==> src/rtl/wdt_pkg.sv <==
package wdt_pkg;
  typedef enum logic [1:0] {ST_RUN, ST_PULL, ST_HOLD, ST_REL} wdt_st_e;

  typedef struct packed {
    logic [1:0] win;
    logic [4:0] key;
    logic       cmon;
  } wdt_cfg_t;
endpackage

==> src/rtl/wdt_keyreg.sv <==
module wdt_keyreg
  import wdt_pkg::*;
#(
  parameter logic [4:0] KEY = 5'b01100
) (
  input  logic       clk,
  input  logic       rst_n,
  input  logic       accept,
  input  logic       wr_en,
  input  logic [7:0] wr_data,
  output wdt_cfg_t   cfg,
  output logic       cfg_done,
  output logic       cfg_wr,
  output logic       svc_ok,
  output logic       bad_wr
);
  logic wr_act, key_ok, match;

  assign wr_act = accept & wr_en;
  assign key_ok = (wr_data[5:1] == KEY);
  assign match  = (wr_data == cfg);
  assign cfg_wr = wr_act & ~cfg_done & key_ok;
  assign svc_ok = wr_act & cfg_done & match;
  assign bad_wr = wr_act & ((~cfg_done & ~key_ok) | (cfg_done & ~match));

  always_ff @(posedge clk or negedge rst_n) begin
    if (!rst_n) begin
      cfg      <= '{win: 2'b11, key: KEY, cmon: 1'b1};
      cfg_done <= 1'b0;
    end else if (cfg_wr) begin
      cfg      <= wdt_cfg_t'(wr_data);
      cfg_done <= 1'b1;
    end
  end
endmodule

==> src/rtl/wdt_window.sv <==
module wdt_window #(
  parameter int LO_BASE = 4,
  parameter int RATIO   = 8
) (
  input  logic       clk,
  input  logic       rst_n,
  input  logic       run,
  input  logic       restart,
  input  logic [1:0] win,
  input  logic       svc,
  input  logic       arm_svc,
  input  logic       boot,
  output logic       early,
  output logic       late
);
  localparam int UP_MAX = (LO_BASE << 3) * RATIO;
  localparam int CW     = $clog2(UP_MAX + 1) + 1;

  logic [CW-1:0] lo_tab [4];
  logic [CW-1:0] up_tab [4];
  logic [CW-1:0] cnt, lo_sel, up_sel;
  logic          armed;

  for (genvar g = 0; g < 4; g++) begin : g_lim
    assign lo_tab[g] = CW'(LO_BASE << g);
    assign up_tab[g] = CW'((LO_BASE << g) * RATIO);
  end

  assign lo_sel = lo_tab[win];
  assign up_sel = up_tab[win];
  assign early  = run & svc & armed & (cnt < lo_sel);
  assign late   = run & ~svc & ~arm_svc & ~boot & (cnt >= up_sel);

  always_ff @(posedge clk or negedge rst_n) begin
    if (!rst_n) begin
      cnt   <= CW'(1);
      armed <= 1'b0;
    end else if (restart) begin
      cnt   <= CW'(1);
      armed <= 1'b0;
    end else if (run) begin
      if (boot) begin
        cnt   <= CW'(1);
        armed <= 1'b0;
      end else if (svc | arm_svc) begin
        cnt   <= CW'(1);
        armed <= 1'b1;
      end else if (cnt != '1) begin
        cnt <= cnt + CW'(1);
      end
    end
  end
endmodule

==> src/rtl/wdt_fault.sv <==
module wdt_fault
  import wdt_pkg::*;
#(
  parameter int HOLD_CYC = 16
) (
  input  logic clk,
  input  logic rst_n,
  input  logic trip,
  input  logic pin_lvl,
  output logic run,
  output logic restart,
  output logic drive_low
);
  localparam int HW = $clog2(HOLD_CYC + 1);

  wdt_st_e       st;
  logic [HW-1:0] hc;

  assign run       = (st == ST_RUN);
  assign drive_low = (st == ST_PULL) | (st == ST_HOLD);
  assign restart   = (st == ST_REL) & pin_lvl;

  always_ff @(posedge clk or negedge rst_n) begin
    if (!rst_n) begin
      st <= ST_RUN;
      hc <= '0;
    end else begin
      unique case (st)
        ST_RUN:  if (trip) st <= ST_PULL;
        ST_PULL: if (!pin_lvl) begin
                   st <= ST_HOLD;
                   hc <= '0;
                 end
        ST_HOLD: if (hc == HW'(HOLD_CYC - 1)) st <= ST_REL;
                 else hc <= hc + HW'(1);
        ST_REL:  if (pin_lvl) st <= ST_RUN;
        default: st <= ST_RUN;
      endcase
    end
  end
endmodule

==> src/rtl/wdt_windowed.sv <==
module wdt_windowed
  import wdt_pkg::*;
#(
  parameter logic [4:0] KEY      = 5'b01100,
  parameter int         LO_BASE  = 4,
  parameter int         RATIO    = 8,
  parameter int         HOLD_CYC = 16
) (
  input  logic       clk,
  input  logic       rst_n,
  input  logic       wr_en,
  input  logic [7:0] wr_data,
  input  logic       pin_lvl,
  input  logic       boot_entry,
  output logic       wdout_n,
  output logic       cfg_done,
  output logic       clkmon_en,
  output logic [1:0] win_sel,
  output logic       fault_act
);
  wdt_cfg_t cfg;
  logic run, restart, drive_low;
  logic cfg_wr, svc_ok, bad_wr, early, late, boot;

  assign boot = run & boot_entry;

  wdt_keyreg #(.KEY(KEY)) u_key (
    .clk(clk), .rst_n(rst_n), .accept(run & ~boot_entry),
    .wr_en(wr_en), .wr_data(wr_data), .cfg(cfg), .cfg_done(cfg_done),
    .cfg_wr(cfg_wr), .svc_ok(svc_ok), .bad_wr(bad_wr)
  );

  wdt_window #(.LO_BASE(LO_BASE), .RATIO(RATIO)) u_win (
    .clk(clk), .rst_n(rst_n), .run(run), .restart(restart), .win(cfg.win),
    .svc(svc_ok), .arm_svc(cfg_wr), .boot(boot), .early(early), .late(late)
  );

  wdt_fault #(.HOLD_CYC(HOLD_CYC)) u_flt (
    .clk(clk), .rst_n(rst_n), .trip(early | late | bad_wr),
    .pin_lvl(pin_lvl), .run(run), .restart(restart), .drive_low(drive_low)
  );

  assign wdout_n   = ~drive_low;
  assign fault_act = ~run;
  assign clkmon_en = cfg.cmon;
  assign win_sel   = cfg.win;
endmodule

==> config.mk <==
export PLATFORM = sky130hd
export DESIGN_NAME = wdt_windowed
export DESIGN_NICKNAME = d
export VERILOG_FILES = /design/src/rtl/wdt_pkg.sv /design/src/rtl/wdt_keyreg.sv /design/src/rtl/wdt_window.sv /design/src/rtl/wdt_fault.sv /design/src/rtl/wdt_windowed.sv
export SDC_FILE = /design/constraint.sdc
export NUM_CORES = 1
export LEC_CHECK = 0
export CAP_MARGIN = 40
export CORE_MARGIN = 1
export CORE_UTILIZATION = 40
export DETAILED_ROUTE_END_ITERATION = 10
export GPL_TIMING_DRIVEN = 0
export SLEW_MARGIN = 30
export SYNTH_ARGS = -nofsm -noshare
export SYNTH_HDL_FRONTEND = slang
export SYNTH_SLANG_ARGS = --single-unit
export TNS_END_PERCENT = 50
==> constraint.sdc <==
create_clock -name clk -period 5.6 [get_ports clk]
set_input_delay 1.4 -clock clk [delete_from_list [all_inputs] [get_ports clk]]
set_output_delay 1.4 -clock clk [all_outputs]
set_load 0.01 [all_outputs]
==> impl_metrics.toml, run 1 <==
[floorplan]
num_rows = 24
start_util = 0.414
die_y_um = 69.1
io_pins = 19
core-area_um2 = 4350
die_w_um = 69.1
die-area_um2 = 4770

[layout]
fin_nets = 227
mostFrequentLayoutCells = "21 x dfrtp_1, 17 x clkdlybuf4s50_1, 16 x ha_1"
finalNonFillerCells = 249
drive_above_1_share = 0.147
multi_input_area_um2 = 1040
final_common_cell = "dfrtp_1"
fillCellCount = 391
syn_to_final_growth_pct = 15.9
utilization = 0.479
n_antenna_cell = 0
seq_area_um2 = 683

[synthesis]
avgSynthCellArea_um2 = 10.3
synth-simple-area-share = 0.211
synthFlopType = "dfrtp_1"
netlist_instances = 175
synth_area_um2 = 1800
postSynthNetCount = 204
ys_ff_latch = 27
synth_edf_count = 0
synthMuxAreaShare = 0.0361
synth_fa_ha_area_frac = 0.111
synth_top_family_by_area = "simple AND/OR/NAND/NOR gates"
async_reset_ff_frac = 1.00
synth_compound_area_frac = 0.151
ys_types = 51
synthXorXnorAreaFrac = 0.0681
synth-seq-area-share = 0.379
ys_warn_count = 0

[setup_path]
cp-startpoint = "u_flt.st[0]"
worst_ep_arrival_time_ps = 1870
cp_max_fo = 10
r2r.worst_path.cells = 8
rr_startpoint = "u_key.cfg[7]"
critical_path_required_ps = 4200
worst-setup-path-type = "flip-flop to primary output"
start_kind = "flip-flop"
end_kind = "primary output"

[sta]
slew_headroom = 0.582
period_needed_ps = 3270
hold_viol = 0
slew_violations = 0
setup_viol = 0
fmax_mhz = 305
hold-worst-slack_ps = 511
period_share = 0.585
tns_ps = 0
fin_ws_ps = 2330
skew_ps = 2.19
worst_pin_slew_ps = 627
rsz0062_at_grt = "no"

[run]
maxCapViolations = 0

[clock_tree]
cts_num_sinks = 27
cts_tree = "built"
clock_latency_ps = 280
cts-root-buf = "clkbuf_8"
cts_resized = 0
clkTransAtPathRegs_ps = 90
numCtsBuffers = 3
clock_path_buffers = 2
hold_buffers = 0
cts-htree-levels = 1
post-cts-setup-buffer-count = 0

[routing]
final_antenna_net_count = 0
wl_per_cell_um = 14.7
num_vias = 1389
drc_errors = 0
via_per_inst = 5.58
dr.pass1.iters = 4
drt_iter0_markers = 65
wl_um = 3650

[pwr]
ir_drop_mv = 0.237
intPower_mw = 0.463
swShare = 0.395
combPwrFrac = 0.473
netSwitchingPower_mw = 0.302
cellPowerDensity_nw_per_um2 = 367
seqPwrFrac = 0.377
p_leak_nw = 0.966
p_clk_frac = 0.150

[grt]
overflow = 0
grt_pass1_vias = 1444
grt_max_degree = 28
grt_pass1_wl_um = 6470
antenna_found_initial = 0
track_usage = 0.166

[worst_hold_path]
hp-class = "flip-flop to flip-flop"
whs_path_depth = 1
hold_path.startpoint = "u_key.cfg[3]"

[place]
io_buffers = 18
pre_cts_slack_ps = 2260
hpwl_um = 2700
dp.cells = 245
place_congestion = 0.805

[outcome]
status = "finished, final reports clean"
[final cells by class]
| class | instances | area share |
|---|---|---|
| sequential | 27 | 0.327 |
| clock inverter | 1 | 0.00240 |
| multi-input combinational | 131 | 0.499 |
| tap | 52 | 0.0312 |
| inverter | 11 | 0.0198 |
| clock buffer | 3 | 0.0198 |
| buffer | 6 | 0.0168 |
| timing repair buffer | 18 | 0.0839 |
[power by group through the flow]
stage / Combinational [mW] / Sequential [mW] / Clock [mW]
after floorplan: 0.258 / 0.281 / 0
after global placement: 0.345 / 0.287 / 0
after detailed placement: 0.361 / 0.290 / 0
after CTS: 0.364 / 0.287 / 0.120
after global routing: 0.407 / 0.295 / 0.125
final: 0.362 / 0.289 / 0.115
[cells in the mapped netlist, drive strengths merged, types with 2 or more instances]
library cell	instances	area, µm²
a211oi	3	32.5
a22o	6	52.6
nor4	2	25.0
and4	3	26.3
mux2	4	45.0
clkbuf	2	7.51
a221oi	2	17.5
inv	11	41.3
buf	4	27.5
and2	4	25.0
nand4	4	25.0
nand2	9	33.8
o21ai	4	20.0
nor3b	2	20.0
xor2	12	105
dfrtp	21	526
nor3	6	45.0
nand4b	2	17.5
dfstp	6	158
nand2b	5	31.3
mux2i	2	20.0
xnor2	2	17.5
a21o	4	30.0
nor2	15	56.3
ha	16	200
nand3	4	25.0
a31oi	3	33.8
[worst paths after layout]
kind	endpoint	slack, ps
worst max register to register	u_flt.st[0]	2990
worst max-delay path	fault_act	2330
worst min register to register	u_key.cfg[3]	510
max in group asynchronous	u_key.cfg_done	4060
min in group asynchronous	u_flt.hc[3]	1120
worst min-delay path	u_key.cfg[3]	510
[metal layers]
layer | share of wire | track usage | vias to the layer above | routed length [µm]
met2 | 0.48 | 0.277 | 19 | 1770
li1 | - | - | 676 | -
met3 | 0.022 | 0.0219 | 5 | 82
met1 | 0.48 | 0.215 | 689 | 1740
met5 | 0 | 0 | - | 0
met4 | 0.016 | 0.0680 | 0 | 60
[registers in the layout, summed over array words and instances (netlist names)]
name	count
u_win.cnt	10
u_key.cfg	8
u_flt.hc	5
u_flt.st	2
u_key.cfg_done	1
u_win.armed	1
[kinds of logic (layout without fill, tap and decap cells)]
| family | Yosys count | count (layout) |
|---|---|---|
| buf+inv | 17 | 39 |
| simple gates | 62 | 62 |
| compound gates | 33 | 33 |
| flops | 27 | 27 |
| xor+xnor | 14 | 14 |
| mux | 6 | 6 |
| fa+ha+maj | 16 | 16 |
[stage by stage]
step,cell area (µm²),total power [mW]
floorplan,1800,0.539
global placement,2050,0.632
detailed placement,2040,0.651
CTS,2090,0.771
global route,2090,0.827
finish,2090,0.766
[worst max-delay path, cell delays in order (launching register included)]
cell,delay [ps]
dfrtp_1,410
inv_1,120
ha_1,210
buf_2,180
inv_1,120
clkdlybuf4s50_1,560
Note: power is estimated with default switching activity, not from simulation.
==> run 2: changes to the inputs <==
==> constraint.sdc (replaced) <==
create_clock -name clk -period 2.9 [get_ports clk]
set_input_delay 0.725 -clock clk [delete_from_list [all_inputs] [get_ports clk]]
set_output_delay 0.725 -clock clk [all_outputs]
set_load 0.01 [all_outputs]
==> results of run 2 <==
The final DEF is identical to that of run 1. Status: finished, final reports clean.
Main changes from that run: setup slack after placement 2260 ps -> 239 ps; setup slack after layout 2330 ps -> 292 ps; hold slack 511 ps -> 448 ps; start point of the critical path u_flt.st[0] -> u_key.cfg[7]; end point of the critical path fault_act -> u_flt.st[0]; register-to-register setup slack 2990 ps -> 290 ps; total power 0.766 mW -> 1.48 mW; worst IR drop on VDD 0.237 mV -> 0.458 mV
